<file path="src/rtl/bdr_pkg.sv">
package bdr_pkg;
    typedef enum logic [1:0] {
        ST_IDLE = 2'd0,
        ST_SCAN = 2'd1,
        ST_WAIT = 2'd2
    } seq_st_e;
endpackage

</file>
<file path="src/rtl/bdr_mask_bank.sv">
module bdr_mask_bank #(
    parameter int NUM_MASKS = 6,
    parameter int MASK_W    = 32,
    parameter int ADDR_W    = 3,
    parameter int TOTAL     = NUM_MASKS * MASK_W,
    parameter int IDX_W     = $clog2(TOTAL)
) (
    input  logic              clk,
    input  logic              rst_n,
    input  logic              wr_en,
    input  logic [ADDR_W-1:0] wr_addr,
    input  logic [MASK_W-1:0] wr_data,
    input  logic [IDX_W-1:0]  ptr,
    output logic              bit_here,
    output logic              more_after
);
    typedef logic [MASK_W-1:0] word_t;

    word_t             mask_d [NUM_MASKS];
    word_t             mask_q [NUM_MASKS];
    logic [TOTAL-1:0]  flat;

    always_comb begin
        for (int m = 0; m < NUM_MASKS; m++) begin
            mask_d[m] = mask_q[m];
            if (wr_en && wr_addr == ADDR_W'(m)) begin
                mask_d[m] = wr_data;
            end
        end
    end

    always_ff @(posedge clk or negedge rst_n) begin
        if (!rst_n) begin
            for (int m = 0; m < NUM_MASKS; m++) begin
                mask_q[m] <= '0;
            end
        end else begin
            for (int m = 0; m < NUM_MASKS; m++) begin
                mask_q[m] <= mask_d[m];
            end
        end
    end

    for (genvar g = 0; g < NUM_MASKS; g++) begin : g_flat
        assign flat[g*MASK_W +: MASK_W] = mask_q[g];
    end

    assign bit_here = flat[ptr];

    always_comb begin
        more_after = 1'b0;
        for (int i = 0; i < TOTAL; i++) begin
            if (IDX_W'(i) > ptr && flat[i]) begin
                more_after = 1'b1;
            end
        end
    end
endmodule

</file>
<file path="src/rtl/bdr_sequencer.sv">
module bdr_sequencer
    import bdr_pkg::*;
#(
    parameter int TOTAL  = 192,
    parameter int IDX_W  = $clog2(TOTAL),
    parameter int DATA_W = 32
) (
    input  logic              clk,
    input  logic              rst_n,
    input  logic              trig,
    input  logic              mask_wr,
    input  logic              data_wr,
    input  logic [DATA_W-1:0] wdata,
    input  logic              bit_here,
    input  logic              more_after,
    output logic [IDX_W-1:0]  ptr,
    output logic              dma_req,
    output logic              fire,
    output logic [IDX_W-1:0]  fire_idx,
    output logic [DATA_W-1:0] fire_data
);
    localparam logic [IDX_W-1:0] LAST_IDX = IDX_W'(TOTAL - 1);

    typedef struct packed {
        seq_st_e           st;
        logic [IDX_W-1:0]  ptr;
        logic              pend;
        logic              hold_v;
        logic [DATA_W-1:0] hold_d;
    } seq_t;

    seq_t seq_d, seq_q;
    logic last_xfer, pend_now, finish;

    always_comb begin
        seq_d     = seq_q;
        fire      = 1'b0;
        fire_idx  = seq_q.ptr;
        fire_data = seq_q.hold_d;
        finish    = 1'b0;
        last_xfer = (seq_q.st == ST_WAIT) && !more_after;
        pend_now  = seq_q.pend | (trig & last_xfer);

        if (mask_wr) begin
            seq_d.st     = ST_IDLE;
            seq_d.ptr    = '0;
            seq_d.pend   = 1'b0;
            seq_d.hold_v = 1'b0;
        end else begin
            unique case (seq_q.st)
                ST_IDLE: begin
                    if (data_wr) begin
                        seq_d.st     = ST_SCAN;
                        seq_d.ptr    = '0;
                        seq_d.hold_v = 1'b1;
                        seq_d.hold_d = wdata;
                    end else if (trig) begin
                        seq_d.st  = ST_SCAN;
                        seq_d.ptr = '0;
                    end
                end
                ST_SCAN: begin
                    if (bit_here) begin
                        if (seq_q.hold_v) begin
                            fire         = 1'b1;
                            seq_d.hold_v = 1'b0;
                            if (!more_after) begin
                                finish = 1'b1;
                            end else begin
                                seq_d.ptr = seq_q.ptr + IDX_W'(1);
                            end
                        end else begin
                            seq_d.st = ST_WAIT;
                        end
                    end else if (seq_q.ptr == LAST_IDX) begin
                        finish = 1'b1;
                    end else begin
                        seq_d.ptr = seq_q.ptr + IDX_W'(1);
                    end
                end
                ST_WAIT: begin
                    seq_d.pend = pend_now;
                    if (data_wr) begin
                        fire      = 1'b1;
                        fire_data = wdata;
                        if (!more_after) begin
                            finish = 1'b1;
                        end else begin
                            seq_d.ptr = seq_q.ptr + IDX_W'(1);
                            seq_d.st  = ST_SCAN;
                        end
                    end
                end
                default: begin
                    seq_d.st = ST_IDLE;
                end
            endcase
        end

        if (finish) begin
            seq_d.st     = pend_now ? ST_SCAN : ST_IDLE;
            seq_d.ptr    = '0;
            seq_d.pend   = 1'b0;
            seq_d.hold_v = 1'b0;
        end
    end

    always_ff @(posedge clk or negedge rst_n) begin
        if (!rst_n) begin
            seq_q <= '{st: ST_IDLE, ptr: '0, pend: 1'b0, hold_v: 1'b0, hold_d: '0};
        end else begin
            seq_q <= seq_d;
        end
    end

    assign ptr     = seq_q.ptr;
    assign dma_req = (seq_q.st == ST_WAIT);
endmodule

</file>
<file path="src/rtl/bdr_write_route.sv">
module bdr_write_route #(
    parameter int NUM_MASKS = 6,
    parameter int ADDR_W    = 3,
    parameter int IDX_W     = 8,
    parameter int DATA_W    = 32
) (
    input  logic              clk,
    input  logic              rst_n,
    input  logic              bus_we,
    input  logic [ADDR_W-1:0] bus_addr,
    input  logic              fire,
    input  logic [IDX_W-1:0]  fire_idx,
    input  logic [DATA_W-1:0] fire_data,
    output logic              mask_wr,
    output logic              data_wr,
    output logic              tgt_we,
    output logic [IDX_W-1:0]  tgt_sel,
    output logic [DATA_W-1:0] tgt_wdata
);
    localparam logic [ADDR_W-1:0] DATA_ADDR = ADDR_W'(NUM_MASKS);

    typedef struct packed {
        logic              we;
        logic [IDX_W-1:0]  sel;
        logic [DATA_W-1:0] data;
    } out_t;

    out_t out_d, out_q;

    always_comb begin
        mask_wr  = bus_we && (bus_addr < DATA_ADDR);
        data_wr  = bus_we && (bus_addr == DATA_ADDR);
        out_d    = out_q;
        out_d.we = fire;
        if (fire) begin
            out_d.sel  = fire_idx;
            out_d.data = fire_data;
        end
    end

    always_ff @(posedge clk or negedge rst_n) begin
        if (!rst_n) begin
            out_q <= '0;
        end else begin
            out_q <= out_d;
        end
    end

    assign tgt_we    = out_q.we;
    assign tgt_sel   = out_q.sel;
    assign tgt_wdata = out_q.data;
endmodule

</file>
<file path="src/rtl/bdr_burst_redirect.sv">
module bdr_burst_redirect #(
    parameter int NUM_MASKS = 6,
    parameter int MASK_W    = 32,
    parameter int DATA_W    = 32,
    localparam int TOTAL    = NUM_MASKS * MASK_W,
    localparam int IDX_W    = $clog2(TOTAL),
    localparam int ADDR_W   = $clog2(NUM_MASKS + 2)
) (
    input  logic              clk,
    input  logic              rst_n,
    input  logic              bus_we,
    input  logic [ADDR_W-1:0] bus_addr,
    input  logic [DATA_W-1:0] bus_wdata,
    input  logic              trig,
    output logic              dma_req,
    output logic              tgt_we,
    output logic [IDX_W-1:0]  tgt_sel,
    output logic [DATA_W-1:0] tgt_wdata
);
    logic              mask_wr, data_wr;
    logic              bit_here, more_after;
    logic [IDX_W-1:0]  ptr;
    logic              fire;
    logic [IDX_W-1:0]  fire_idx;
    logic [DATA_W-1:0] fire_data;

    bdr_write_route #(
        .NUM_MASKS(NUM_MASKS), .ADDR_W(ADDR_W), .IDX_W(IDX_W), .DATA_W(DATA_W)
    ) u_route (
        .clk(clk), .rst_n(rst_n), .bus_we(bus_we), .bus_addr(bus_addr),
        .fire(fire), .fire_idx(fire_idx), .fire_data(fire_data),
        .mask_wr(mask_wr), .data_wr(data_wr),
        .tgt_we(tgt_we), .tgt_sel(tgt_sel), .tgt_wdata(tgt_wdata)
    );

    bdr_mask_bank #(
        .NUM_MASKS(NUM_MASKS), .MASK_W(MASK_W), .ADDR_W(ADDR_W),
        .TOTAL(TOTAL), .IDX_W(IDX_W)
    ) u_masks (
        .clk(clk), .rst_n(rst_n), .wr_en(mask_wr), .wr_addr(bus_addr),
        .wr_data(bus_wdata[MASK_W-1:0]), .ptr(ptr),
        .bit_here(bit_here), .more_after(more_after)
    );

    bdr_sequencer #(
        .TOTAL(TOTAL), .IDX_W(IDX_W), .DATA_W(DATA_W)
    ) u_seq (
        .clk(clk), .rst_n(rst_n), .trig(trig), .mask_wr(mask_wr),
        .data_wr(data_wr), .wdata(bus_wdata), .bit_here(bit_here),
        .more_after(more_after), .ptr(ptr), .dma_req(dma_req),
        .fire(fire), .fire_idx(fire_idx), .fire_data(fire_data)
    );
endmodule

</file>
<file path="config.mk">
export PLATFORM = sky130hd
export DESIGN_NAME = bdr_burst_redirect
export DESIGN_NICKNAME = d
export VERILOG_FILES = /design/src/rtl/bdr_pkg.sv /design/src/rtl/bdr_mask_bank.sv /design/src/rtl/bdr_sequencer.sv /design/src/rtl/bdr_write_route.sv /design/src/rtl/bdr_burst_redirect.sv
export SDC_FILE = /design/constraint.sdc
export NUM_CORES = 1
export LEC_CHECK = 0
export BUFFER_PORTS_ARGS = -buffer_cell sky130_fd_sc_hd__buf_2
export CAP_MARGIN = 15
export CORE_AREA = 2 2 159 161
export DETAILED_ROUTE_END_ITERATION = 10
export DIE_AREA = 0 0 161 163
export PLACE_DENSITY_LB_ADDON = 0.05
export SYNTH_ARGS = -nofsm -noshare
export SYNTH_HDL_FRONTEND = slang
export SYNTH_HIERARCHICAL = 1
export SYNTH_SLANG_ARGS = --single-unit
</file>
<file path="constraint.sdc">
create_clock -name clk -period 11.4 [get_ports clk]
set_input_delay 1.14 -clock clk [delete_from_list [all_inputs] [get_ports clk]]
set_output_delay 1.14 -clock clk [all_outputs]
set_load 0.05 [all_outputs]
</file>
# Word-level counts from Yosys, hierarchy flattened
# Cells that the tools add are included.
[word_totals]
inputBits = 39
output_inout_bits = 42
wordCells = 669
register_bits = 277
[op_classes]
n_reduce_logical = 211
eq_ne = 18
mux = 228
bitwise_logic = 3
magnitude_cmp = 194
n_addsub = 1
[ops]
columns = ["cell", "count"]
rows = [
  ["$gt 7x8->1 const A", 64],
  ["$gt 8x8->1 const A", 64],
  ["$gt 6x8->1 const A", 32],
  ["$mux 1", 206],
  ["$logic_and 1x1->1", 201],
  ["$gt 5x8->1 const A", 16],
  ["$mux 32", 3],
  ["$gt 4x8->1 const A", 8],
  ["$mux 10", 4],
  ["$mux 33", 1],
  ["$gt 3x8->1 const A", 4],
  ["$mux 8", 4],
  ["$mux 12", 2],
  ["$pmux 8 s3", 1],
  ["$gt 1x8->1 const A", 2],
  ["$gt 2x8->1 const A", 2],
  ["$ne 5x3->1 const B", 2],
  ["$ne 5x4->1 const B", 2],
  ["$eq 3x3->1 const B", 3],
  ["$lt 8x9->1 const B", 1],
  ["$add 8x1->8 const B", 1],
  ["$bmux 1 s8", 1],
  ["$eq 8x8->1 const B", 1],
  ["$ne 4x1->1 const B", 2],
  ["other kinds (22)", 28],
]

# Depth between registers and ports, before layout
[logic_depth]
depth_word = 201
mapped_depth = 19
mapped_depth_nobuf = 12

# Modules after synthesis
# The synthesis kept the hierarchy.
[modules_own_cells]
columns = ["mod", "area_each_um2", "seq_area_each_um2", "cells_per_inst", "instances"]
rows = [
  ["bdr_mask_bank", 12031.5, 4804.6, 1134, 1],
  ["bdr_sequencer", 2547.4, 1101.1, 216, 1],
  ["bdr_write_route", 1539.0, 1026.0, 87, 1],
]

# Worst setup path before layout
# No wires, ideal clock.
[synth_timing]
path_type = "reg2reg"
start = "reg u_seq.seq_q (netlist bit u_seq/fire_idx[1])"
end = "reg u_seq.seq_q (netlist bit u_seq/fire_idx[6])"
synth_period_minus_slack_ns = 3.849
setup_slack_ns = 7.551
stages_incl_launch_ff = 18
t_required_ns = 11.275
t_arrival_ns = 3.724
setup_time_ns = 0.125
cell_sequence = "dfrtp_1 buf_4 buf_4 buf_2 buf_2 clkbuf_1 mux4_2 nand2_1 nand3_1 a311oi_1 o32ai_1 nand3b_4 nor4_4 and4b_1 buf_6 or2_1 buf_6 mux2_4"
[synth_between]
elab_cells_between_ends = 604
cone_classes = "1 x add/sub; 192 x order compare; 7 x eq/ne; 210 x mux; 194 x reduce/logical"
[synth_rtl]
columns = ["item", "line", "source"]
rows = [
  ["from (decl)", "bdr_sequencer.sv:32", "seq_t seq_d, seq_q;"],
  ["from (signal assigned)", "bdr_sequencer.sv:110", "seq_q <= '{st: ST_IDLE, ptr: '0, pend: 1'b0, hold_v: 1'b0, hold_d: '0};"],
  ["from (signal assigned)", "bdr_sequencer.sv:112", "seq_q <= seq_d;"],
  ["$bmux 1 s8 (*)", "bdr_mask_bank.sv:48", "assign bit_here = flat[ptr];"],
  ["$mux 1 (not written as such) (*)", "bdr_mask_bank.sv:48", ""],
  ["named net bit_here", "bdr_burst_redirect.sv:21", "logic bit_here, more_after;"],
  ["$mux 1", "bdr_sequencer.sv:63", "if (bit_here) begin"],
  ["$pmux 1 s2", "bdr_sequencer.sv:50", "unique case (seq_q.st)"],
  ["$mux 1", "bdr_sequencer.sv:44", "if (mask_wr) begin"],
  ["$ne 5x3->1 (no source line) (tied with other cells)", "--", ""],
  ["$reduce_and 7->1 (no source line)", "--", ""],
]
# The timed path passes the listed nets; every way through them passes the cells marked *. The select of a mux whose other input is x is not followed.
# A chain may end at the register's enable or synchronous reset.

# Final worst setup path
[layout_timing]
start = "reg u_seq.seq_q (netlist bit u_seq/fire_idx[0])"
end = "reg u_seq.seq_q (netlist bit u_seq/fire_idx[6])"
[layout_between]
elab_chain_cells = 201
elab_cells_between_ends = 604
cone_classes = "1 x add/sub; 192 x order compare; 7 x eq/ne; 210 x mux; 194 x reduce/logical"
[layout_rtl]
columns = ["item", "line", "source"]
rows = [
  ["$gt 1x8->1", "bdr_mask_bank.sv:53", "if (IDX_W'(i) > ptr && flat[i]) begin"],
  ["$logic_and 1x1->1", "bdr_mask_bank.sv:53", ""],
  ["$mux 1 (191 in a row)", "bdr_mask_bank.sv:53", ""],
  ["$mux 1 (*)", "bdr_mask_bank.sv:53", ""],
  ["named net more_after", "bdr_burst_redirect.sv:21", ""],
  ["$mux 1", "bdr_sequencer.sv:67, bdr_sequencer.sv:86", ""],
  ["$mux 1", "bdr_sequencer.sv:64", "if (seq_q.hold_v) begin"],
  ["$mux 1", "bdr_sequencer.sv:63", ""],
  ["$pmux 1 s2", "bdr_sequencer.sv:50", ""],
  ["$mux 1", "bdr_sequencer.sv:44", ""],
  ["$ne 5x3->1 (no source line) (tied with other cells)", "--", ""],
  ["$reduce_and 7->1 (no source line)", "--", ""],
]
# Marked as above.

==> PnR_summary.wiki <==
{| class="wikitable"
! Metric !! Value
|-
| Result of the run || complete, but fails checks
|-
| Violations in the final reports || DRC
|-
| Final min period || roughly 5700 ps
|-
| Wire length of the first global-routing pass || between 80,000 and 90,000 um
|-
| IO buf count || 80
|-
| Area used by multi-input combinational logic || 8373 um2
|-
| Post-route DRC violation count || 1
|-
| Routed length on met1 || 22,700 um
|-
| CTS buffer count || 27
|-
| Unique cell type count in the Yosys netlist || 83
|-
| Critical Path End Type || register
|-
| Post-synthesis instance total || roughly 1,400
|-
| Proportion of synthesized area in mux cells || 0.2625
|-
| Max Fanout on Critical Path || 51
|-
| Fraction of synthesized cell area in xor and xnor cells || 0
|-
| Number of primary I/O pins || 81
|-
| Worst setup path class || register to register
|-
| Final setup TNS || 0 ps
|-
| Ys Warns || 6
|-
| Cells taking the most area after synthesis || dfrtp_1, mux2_2, mux4_2
|-
| Remaining global-route overflow || 0
|-
| Count of placed standard cells including taps || 1,740
|-
| Crit start category || register
|-
| Total Nets Final || ~1,500
|-
| Post-route non-filler standard cell count || 1,790
|-
| Worst setup timing slack at the placement stage || just under 6000 ps
|-
| Clock Path Buffers || 3
|-
| CTS hold repair buffers || 0
|-
| Top FF cell, synth || dfrtp_1
|-
| Source-to-sink clock delay at the later pin of the worst-skew pair || 580 ps
|-
| Antenna violations before repair || 3
|-
| Wirelength per Cell || 34.34 um
|-
| Total global-route track usage || 0.4650
|-
| Number of synthesized flops with an enable pin || 0
|-
| Type of the worst min-delay path || register to register
|-
| Dominant combinational cell family by area after synthesis || multiplexers
|-
| Fmax || 0.1770 GHz
|-
| Die Height || 163 um
|-
| Power density relative to cell area || roughly 220 nW/um2
|-
| Share of final-layout standard cells stronger than drive strength 1 || 0.3185
|-
| Vias per inst || 7.816
|-
| Area of the die || 26,240 um2
|-
| Leak Pwr || approximately 7 nW
|-
| Required time worst endpoint || 11,840 ps
|-
| Sum of net half-perimeters after detailed placement || between 40,000 and 50,000 um
|-
| Synthesized-area fraction occupied by and/or/nand/nor cells || 0.09145
|-
| Worst rel slew slack || 0.1345
|-
| Dominant cell type by area after synthesis || dfrtp_1
|-
| 1st-iter DRT viols || 2,634
|-
| Area taken by flip-flops and latches || 6938 um2
|-
| Count of final max-slew check failures || 0
|-
| Total nets after synthesis || ~1,500
|-
| Post-synthesis register bit count || 277
|-
| Number of violations of the max-capacitance limit || 0
|-
| Post-synthesis compound-gate area fraction || 0.1574
|-
| Area of the placeable core || between 20,000 and 25,000 um2
|-
| Highest routed metal layer || met5
|-
| Max Clock Skew || 22.02 ps
|-
| Worst supply voltage drop on vdd || 0.2265 mV
|-
| Largest net degree at the start of global routing || 177
|-
| Routed met3 length || 8516 um
|-
| Number of buffers added for setup after CTS || 0
|-
| CTS tree || done
|-
| Placement Rows || 58
|-
| Root buffer cell || clkbuf_16
|-
| Global placement routability congestion || 1.138
|-
| Final hold violation count || 0
|-
| Sink count of the clock tree || 277
|-
| Sequential share of the synthesized area || 0.4301
|-
| Transition at the pin with the smallest max-transition slack || approximately 1300 ps
|-
| Avg Inst Size Synth || 11.22 um2
|-
| Synth top cells by count || dfrtp_1, mux2_2, o21ai_0
|-
| Post-synthesis cell area || around 16,000 um2
|-
| Worst EP arrival || 6100 ps
|-
| Routed wire length on met2 || ~26,000 um
|-
| Number of antenna diodes || 0
|-
| Least setup slack across all paths after layout || 5750 ps
|-
| Number of fill cells in the layout || around 1,700
|-
| Routed vias || 13,990
|-
| Initial standard-cell utilization of the core || 0.6532
|-
| Resize count post-CTS || 0
|-
| Number of iterations in the first detailed-routing pass || 11
|-
| Final cycle utilization of the critical path || 0.4956
|-
| Dominant cell by count in the synthesized netlist || dfrtp_1
|-
| Area growth from synthesis to final layout || 8.097%
|-
| Final antenna-violating net count || 0
|-
| Yosys top cell area share || 0.4301
|-
| Adder and majority cell fraction of the synthesized area || 0.004658
|-
| Final setup violation count || 0
|-
| CTS clk-pin slew, worst paths || 60 ps
|-
| Via count of the first global-routing pass || between 10,000 and 15,000
|-
| Async S/R FF share, synth || 1.000
|-
| Unrepaired setup endpoints after global routing || no
|-
| Total number of H-tree levels || 1
|-
| Total wirelength of the detailed-routed design || 61,480 um
|-
| Die outline width || between 150 and 200 um
|}
-- logic make-up after synthesis --
| logic type | Yosys count |
|---|---|
| AO/OA/AOI/OAI | 415 |
| adder cells (fa/ha/maj) | 6 |
| buffers and inverters | 162 |
| flip-flops | 277 |
| multiplexers | 341 |
| AND/OR/NAND/NOR | 236 |
-- cell type report --
class / instances / share of cell area
clock buffers: 36 / 0.04474
clock inverters: 10 / 0.006822
inverters: 24 / 0.005171
multi-input cells: 998 / 0.4806
flip-flops and latches: 277 / 0.3982
well taps: 330 / 0.02370
repair buffers: 115 / 0.04079
-- layer usage --
| metal | vias up | GRT usage |
|---|---|---|
| met2 | 1274 | 0.6951 |
| li1 | 5486 | - |
| met4 | 2 | 0.2090 |
| met3 | 324 | 0.1508 |
| met1 | 6905 | 0.6247 |
| met5 | - | 0 |
-- where the power goes --
part / total [mW] / switching, mW / internal [mW]
Sequential: 1.58 / 0.338 / 1.24
Combinational: 1.34 / 0.782 / 0.562
Clock: 0.920 / 0.395 / 0.525
Total: 3.85 / 1.52 / 2.33
-- worst paths after layout --
kind                                   start           endpoint  slack, ps  depth (start not counted)
setup / recovery           u_seq/fire_idx[0]  u_seq/fire_idx[6]       5750                         13
hold / removal                u_seq/seq_q[1]     u_seq/seq_q[1]        500                          1
setup reg to reg           u_seq/fire_idx[0]  u_seq/fire_idx[6]       5750                         13
hold reg to reg               u_seq/seq_q[1]     u_seq/seq_q[1]        500                          1
max in group asynchronous              rst_n  u_seq/fire_idx[4]       9370                          2
min in group asynchronous              rst_n  u_masks/flat[122]        610                          1
-- layout by cell type, fill, tap and decap left out, types with 14 or more instances in the layout --
cell type,Yosys,final
mux2i_1,15,15
nand3_1,14,14
o211ai_1,19,19
o21ai_1,17,16
nor2_1,33,32
nand2_1,64,64
o21ai_0,142,142
mux4_2,36,36
inv_1,22,22
a31oi_1,18,18
a21oi_1,92,91
nand4bb_1,16,16
o22ai_1,26,26
clkbuf_16,0,27
mux2_1,52,52
dfrtp_1,277,274
buf_4,28,30
buf_2,28,79
mux2_2,237,237
-- metrics by stage --
step                  util  hold slack (ps)  area, um2  power [mW]
floorplan                -            449.0      16120       2.393
global placement    0.6675            467.4      16470       2.784
detailed placement  0.6675            478.9      16470       2.837
CTS                 0.7039            494.5      17370       3.770
global route        0.7061            502.0      17420       3.948
finish              0.7061            495.7      17420       3.846
-- worst max-delay path: stages, from the launching register on --
cell,delay (ps)
dfrtp_4,950
buf_4,560
nand4bb_1,670
o21ai_0,670
o22ai_1,190
nor4_1,210
nand4_1,150
a2111oi_2,330
nand4_1,430
nand2_1,190
a31oi_1,100
and4b_1,360
or2_1,370
mux2_4,330
-- state kept, by name, summed over array words and instances, names as in the netlist --
register           count
u_route/tgt_sel        8
u_route/tgt_we         1
u_seq/fire_idx         8
u_masks/flat         192
u_seq/seq_q           36
u_route/tgt_wdata     32
Note: power is estimated with default switching activity, not from simulation.
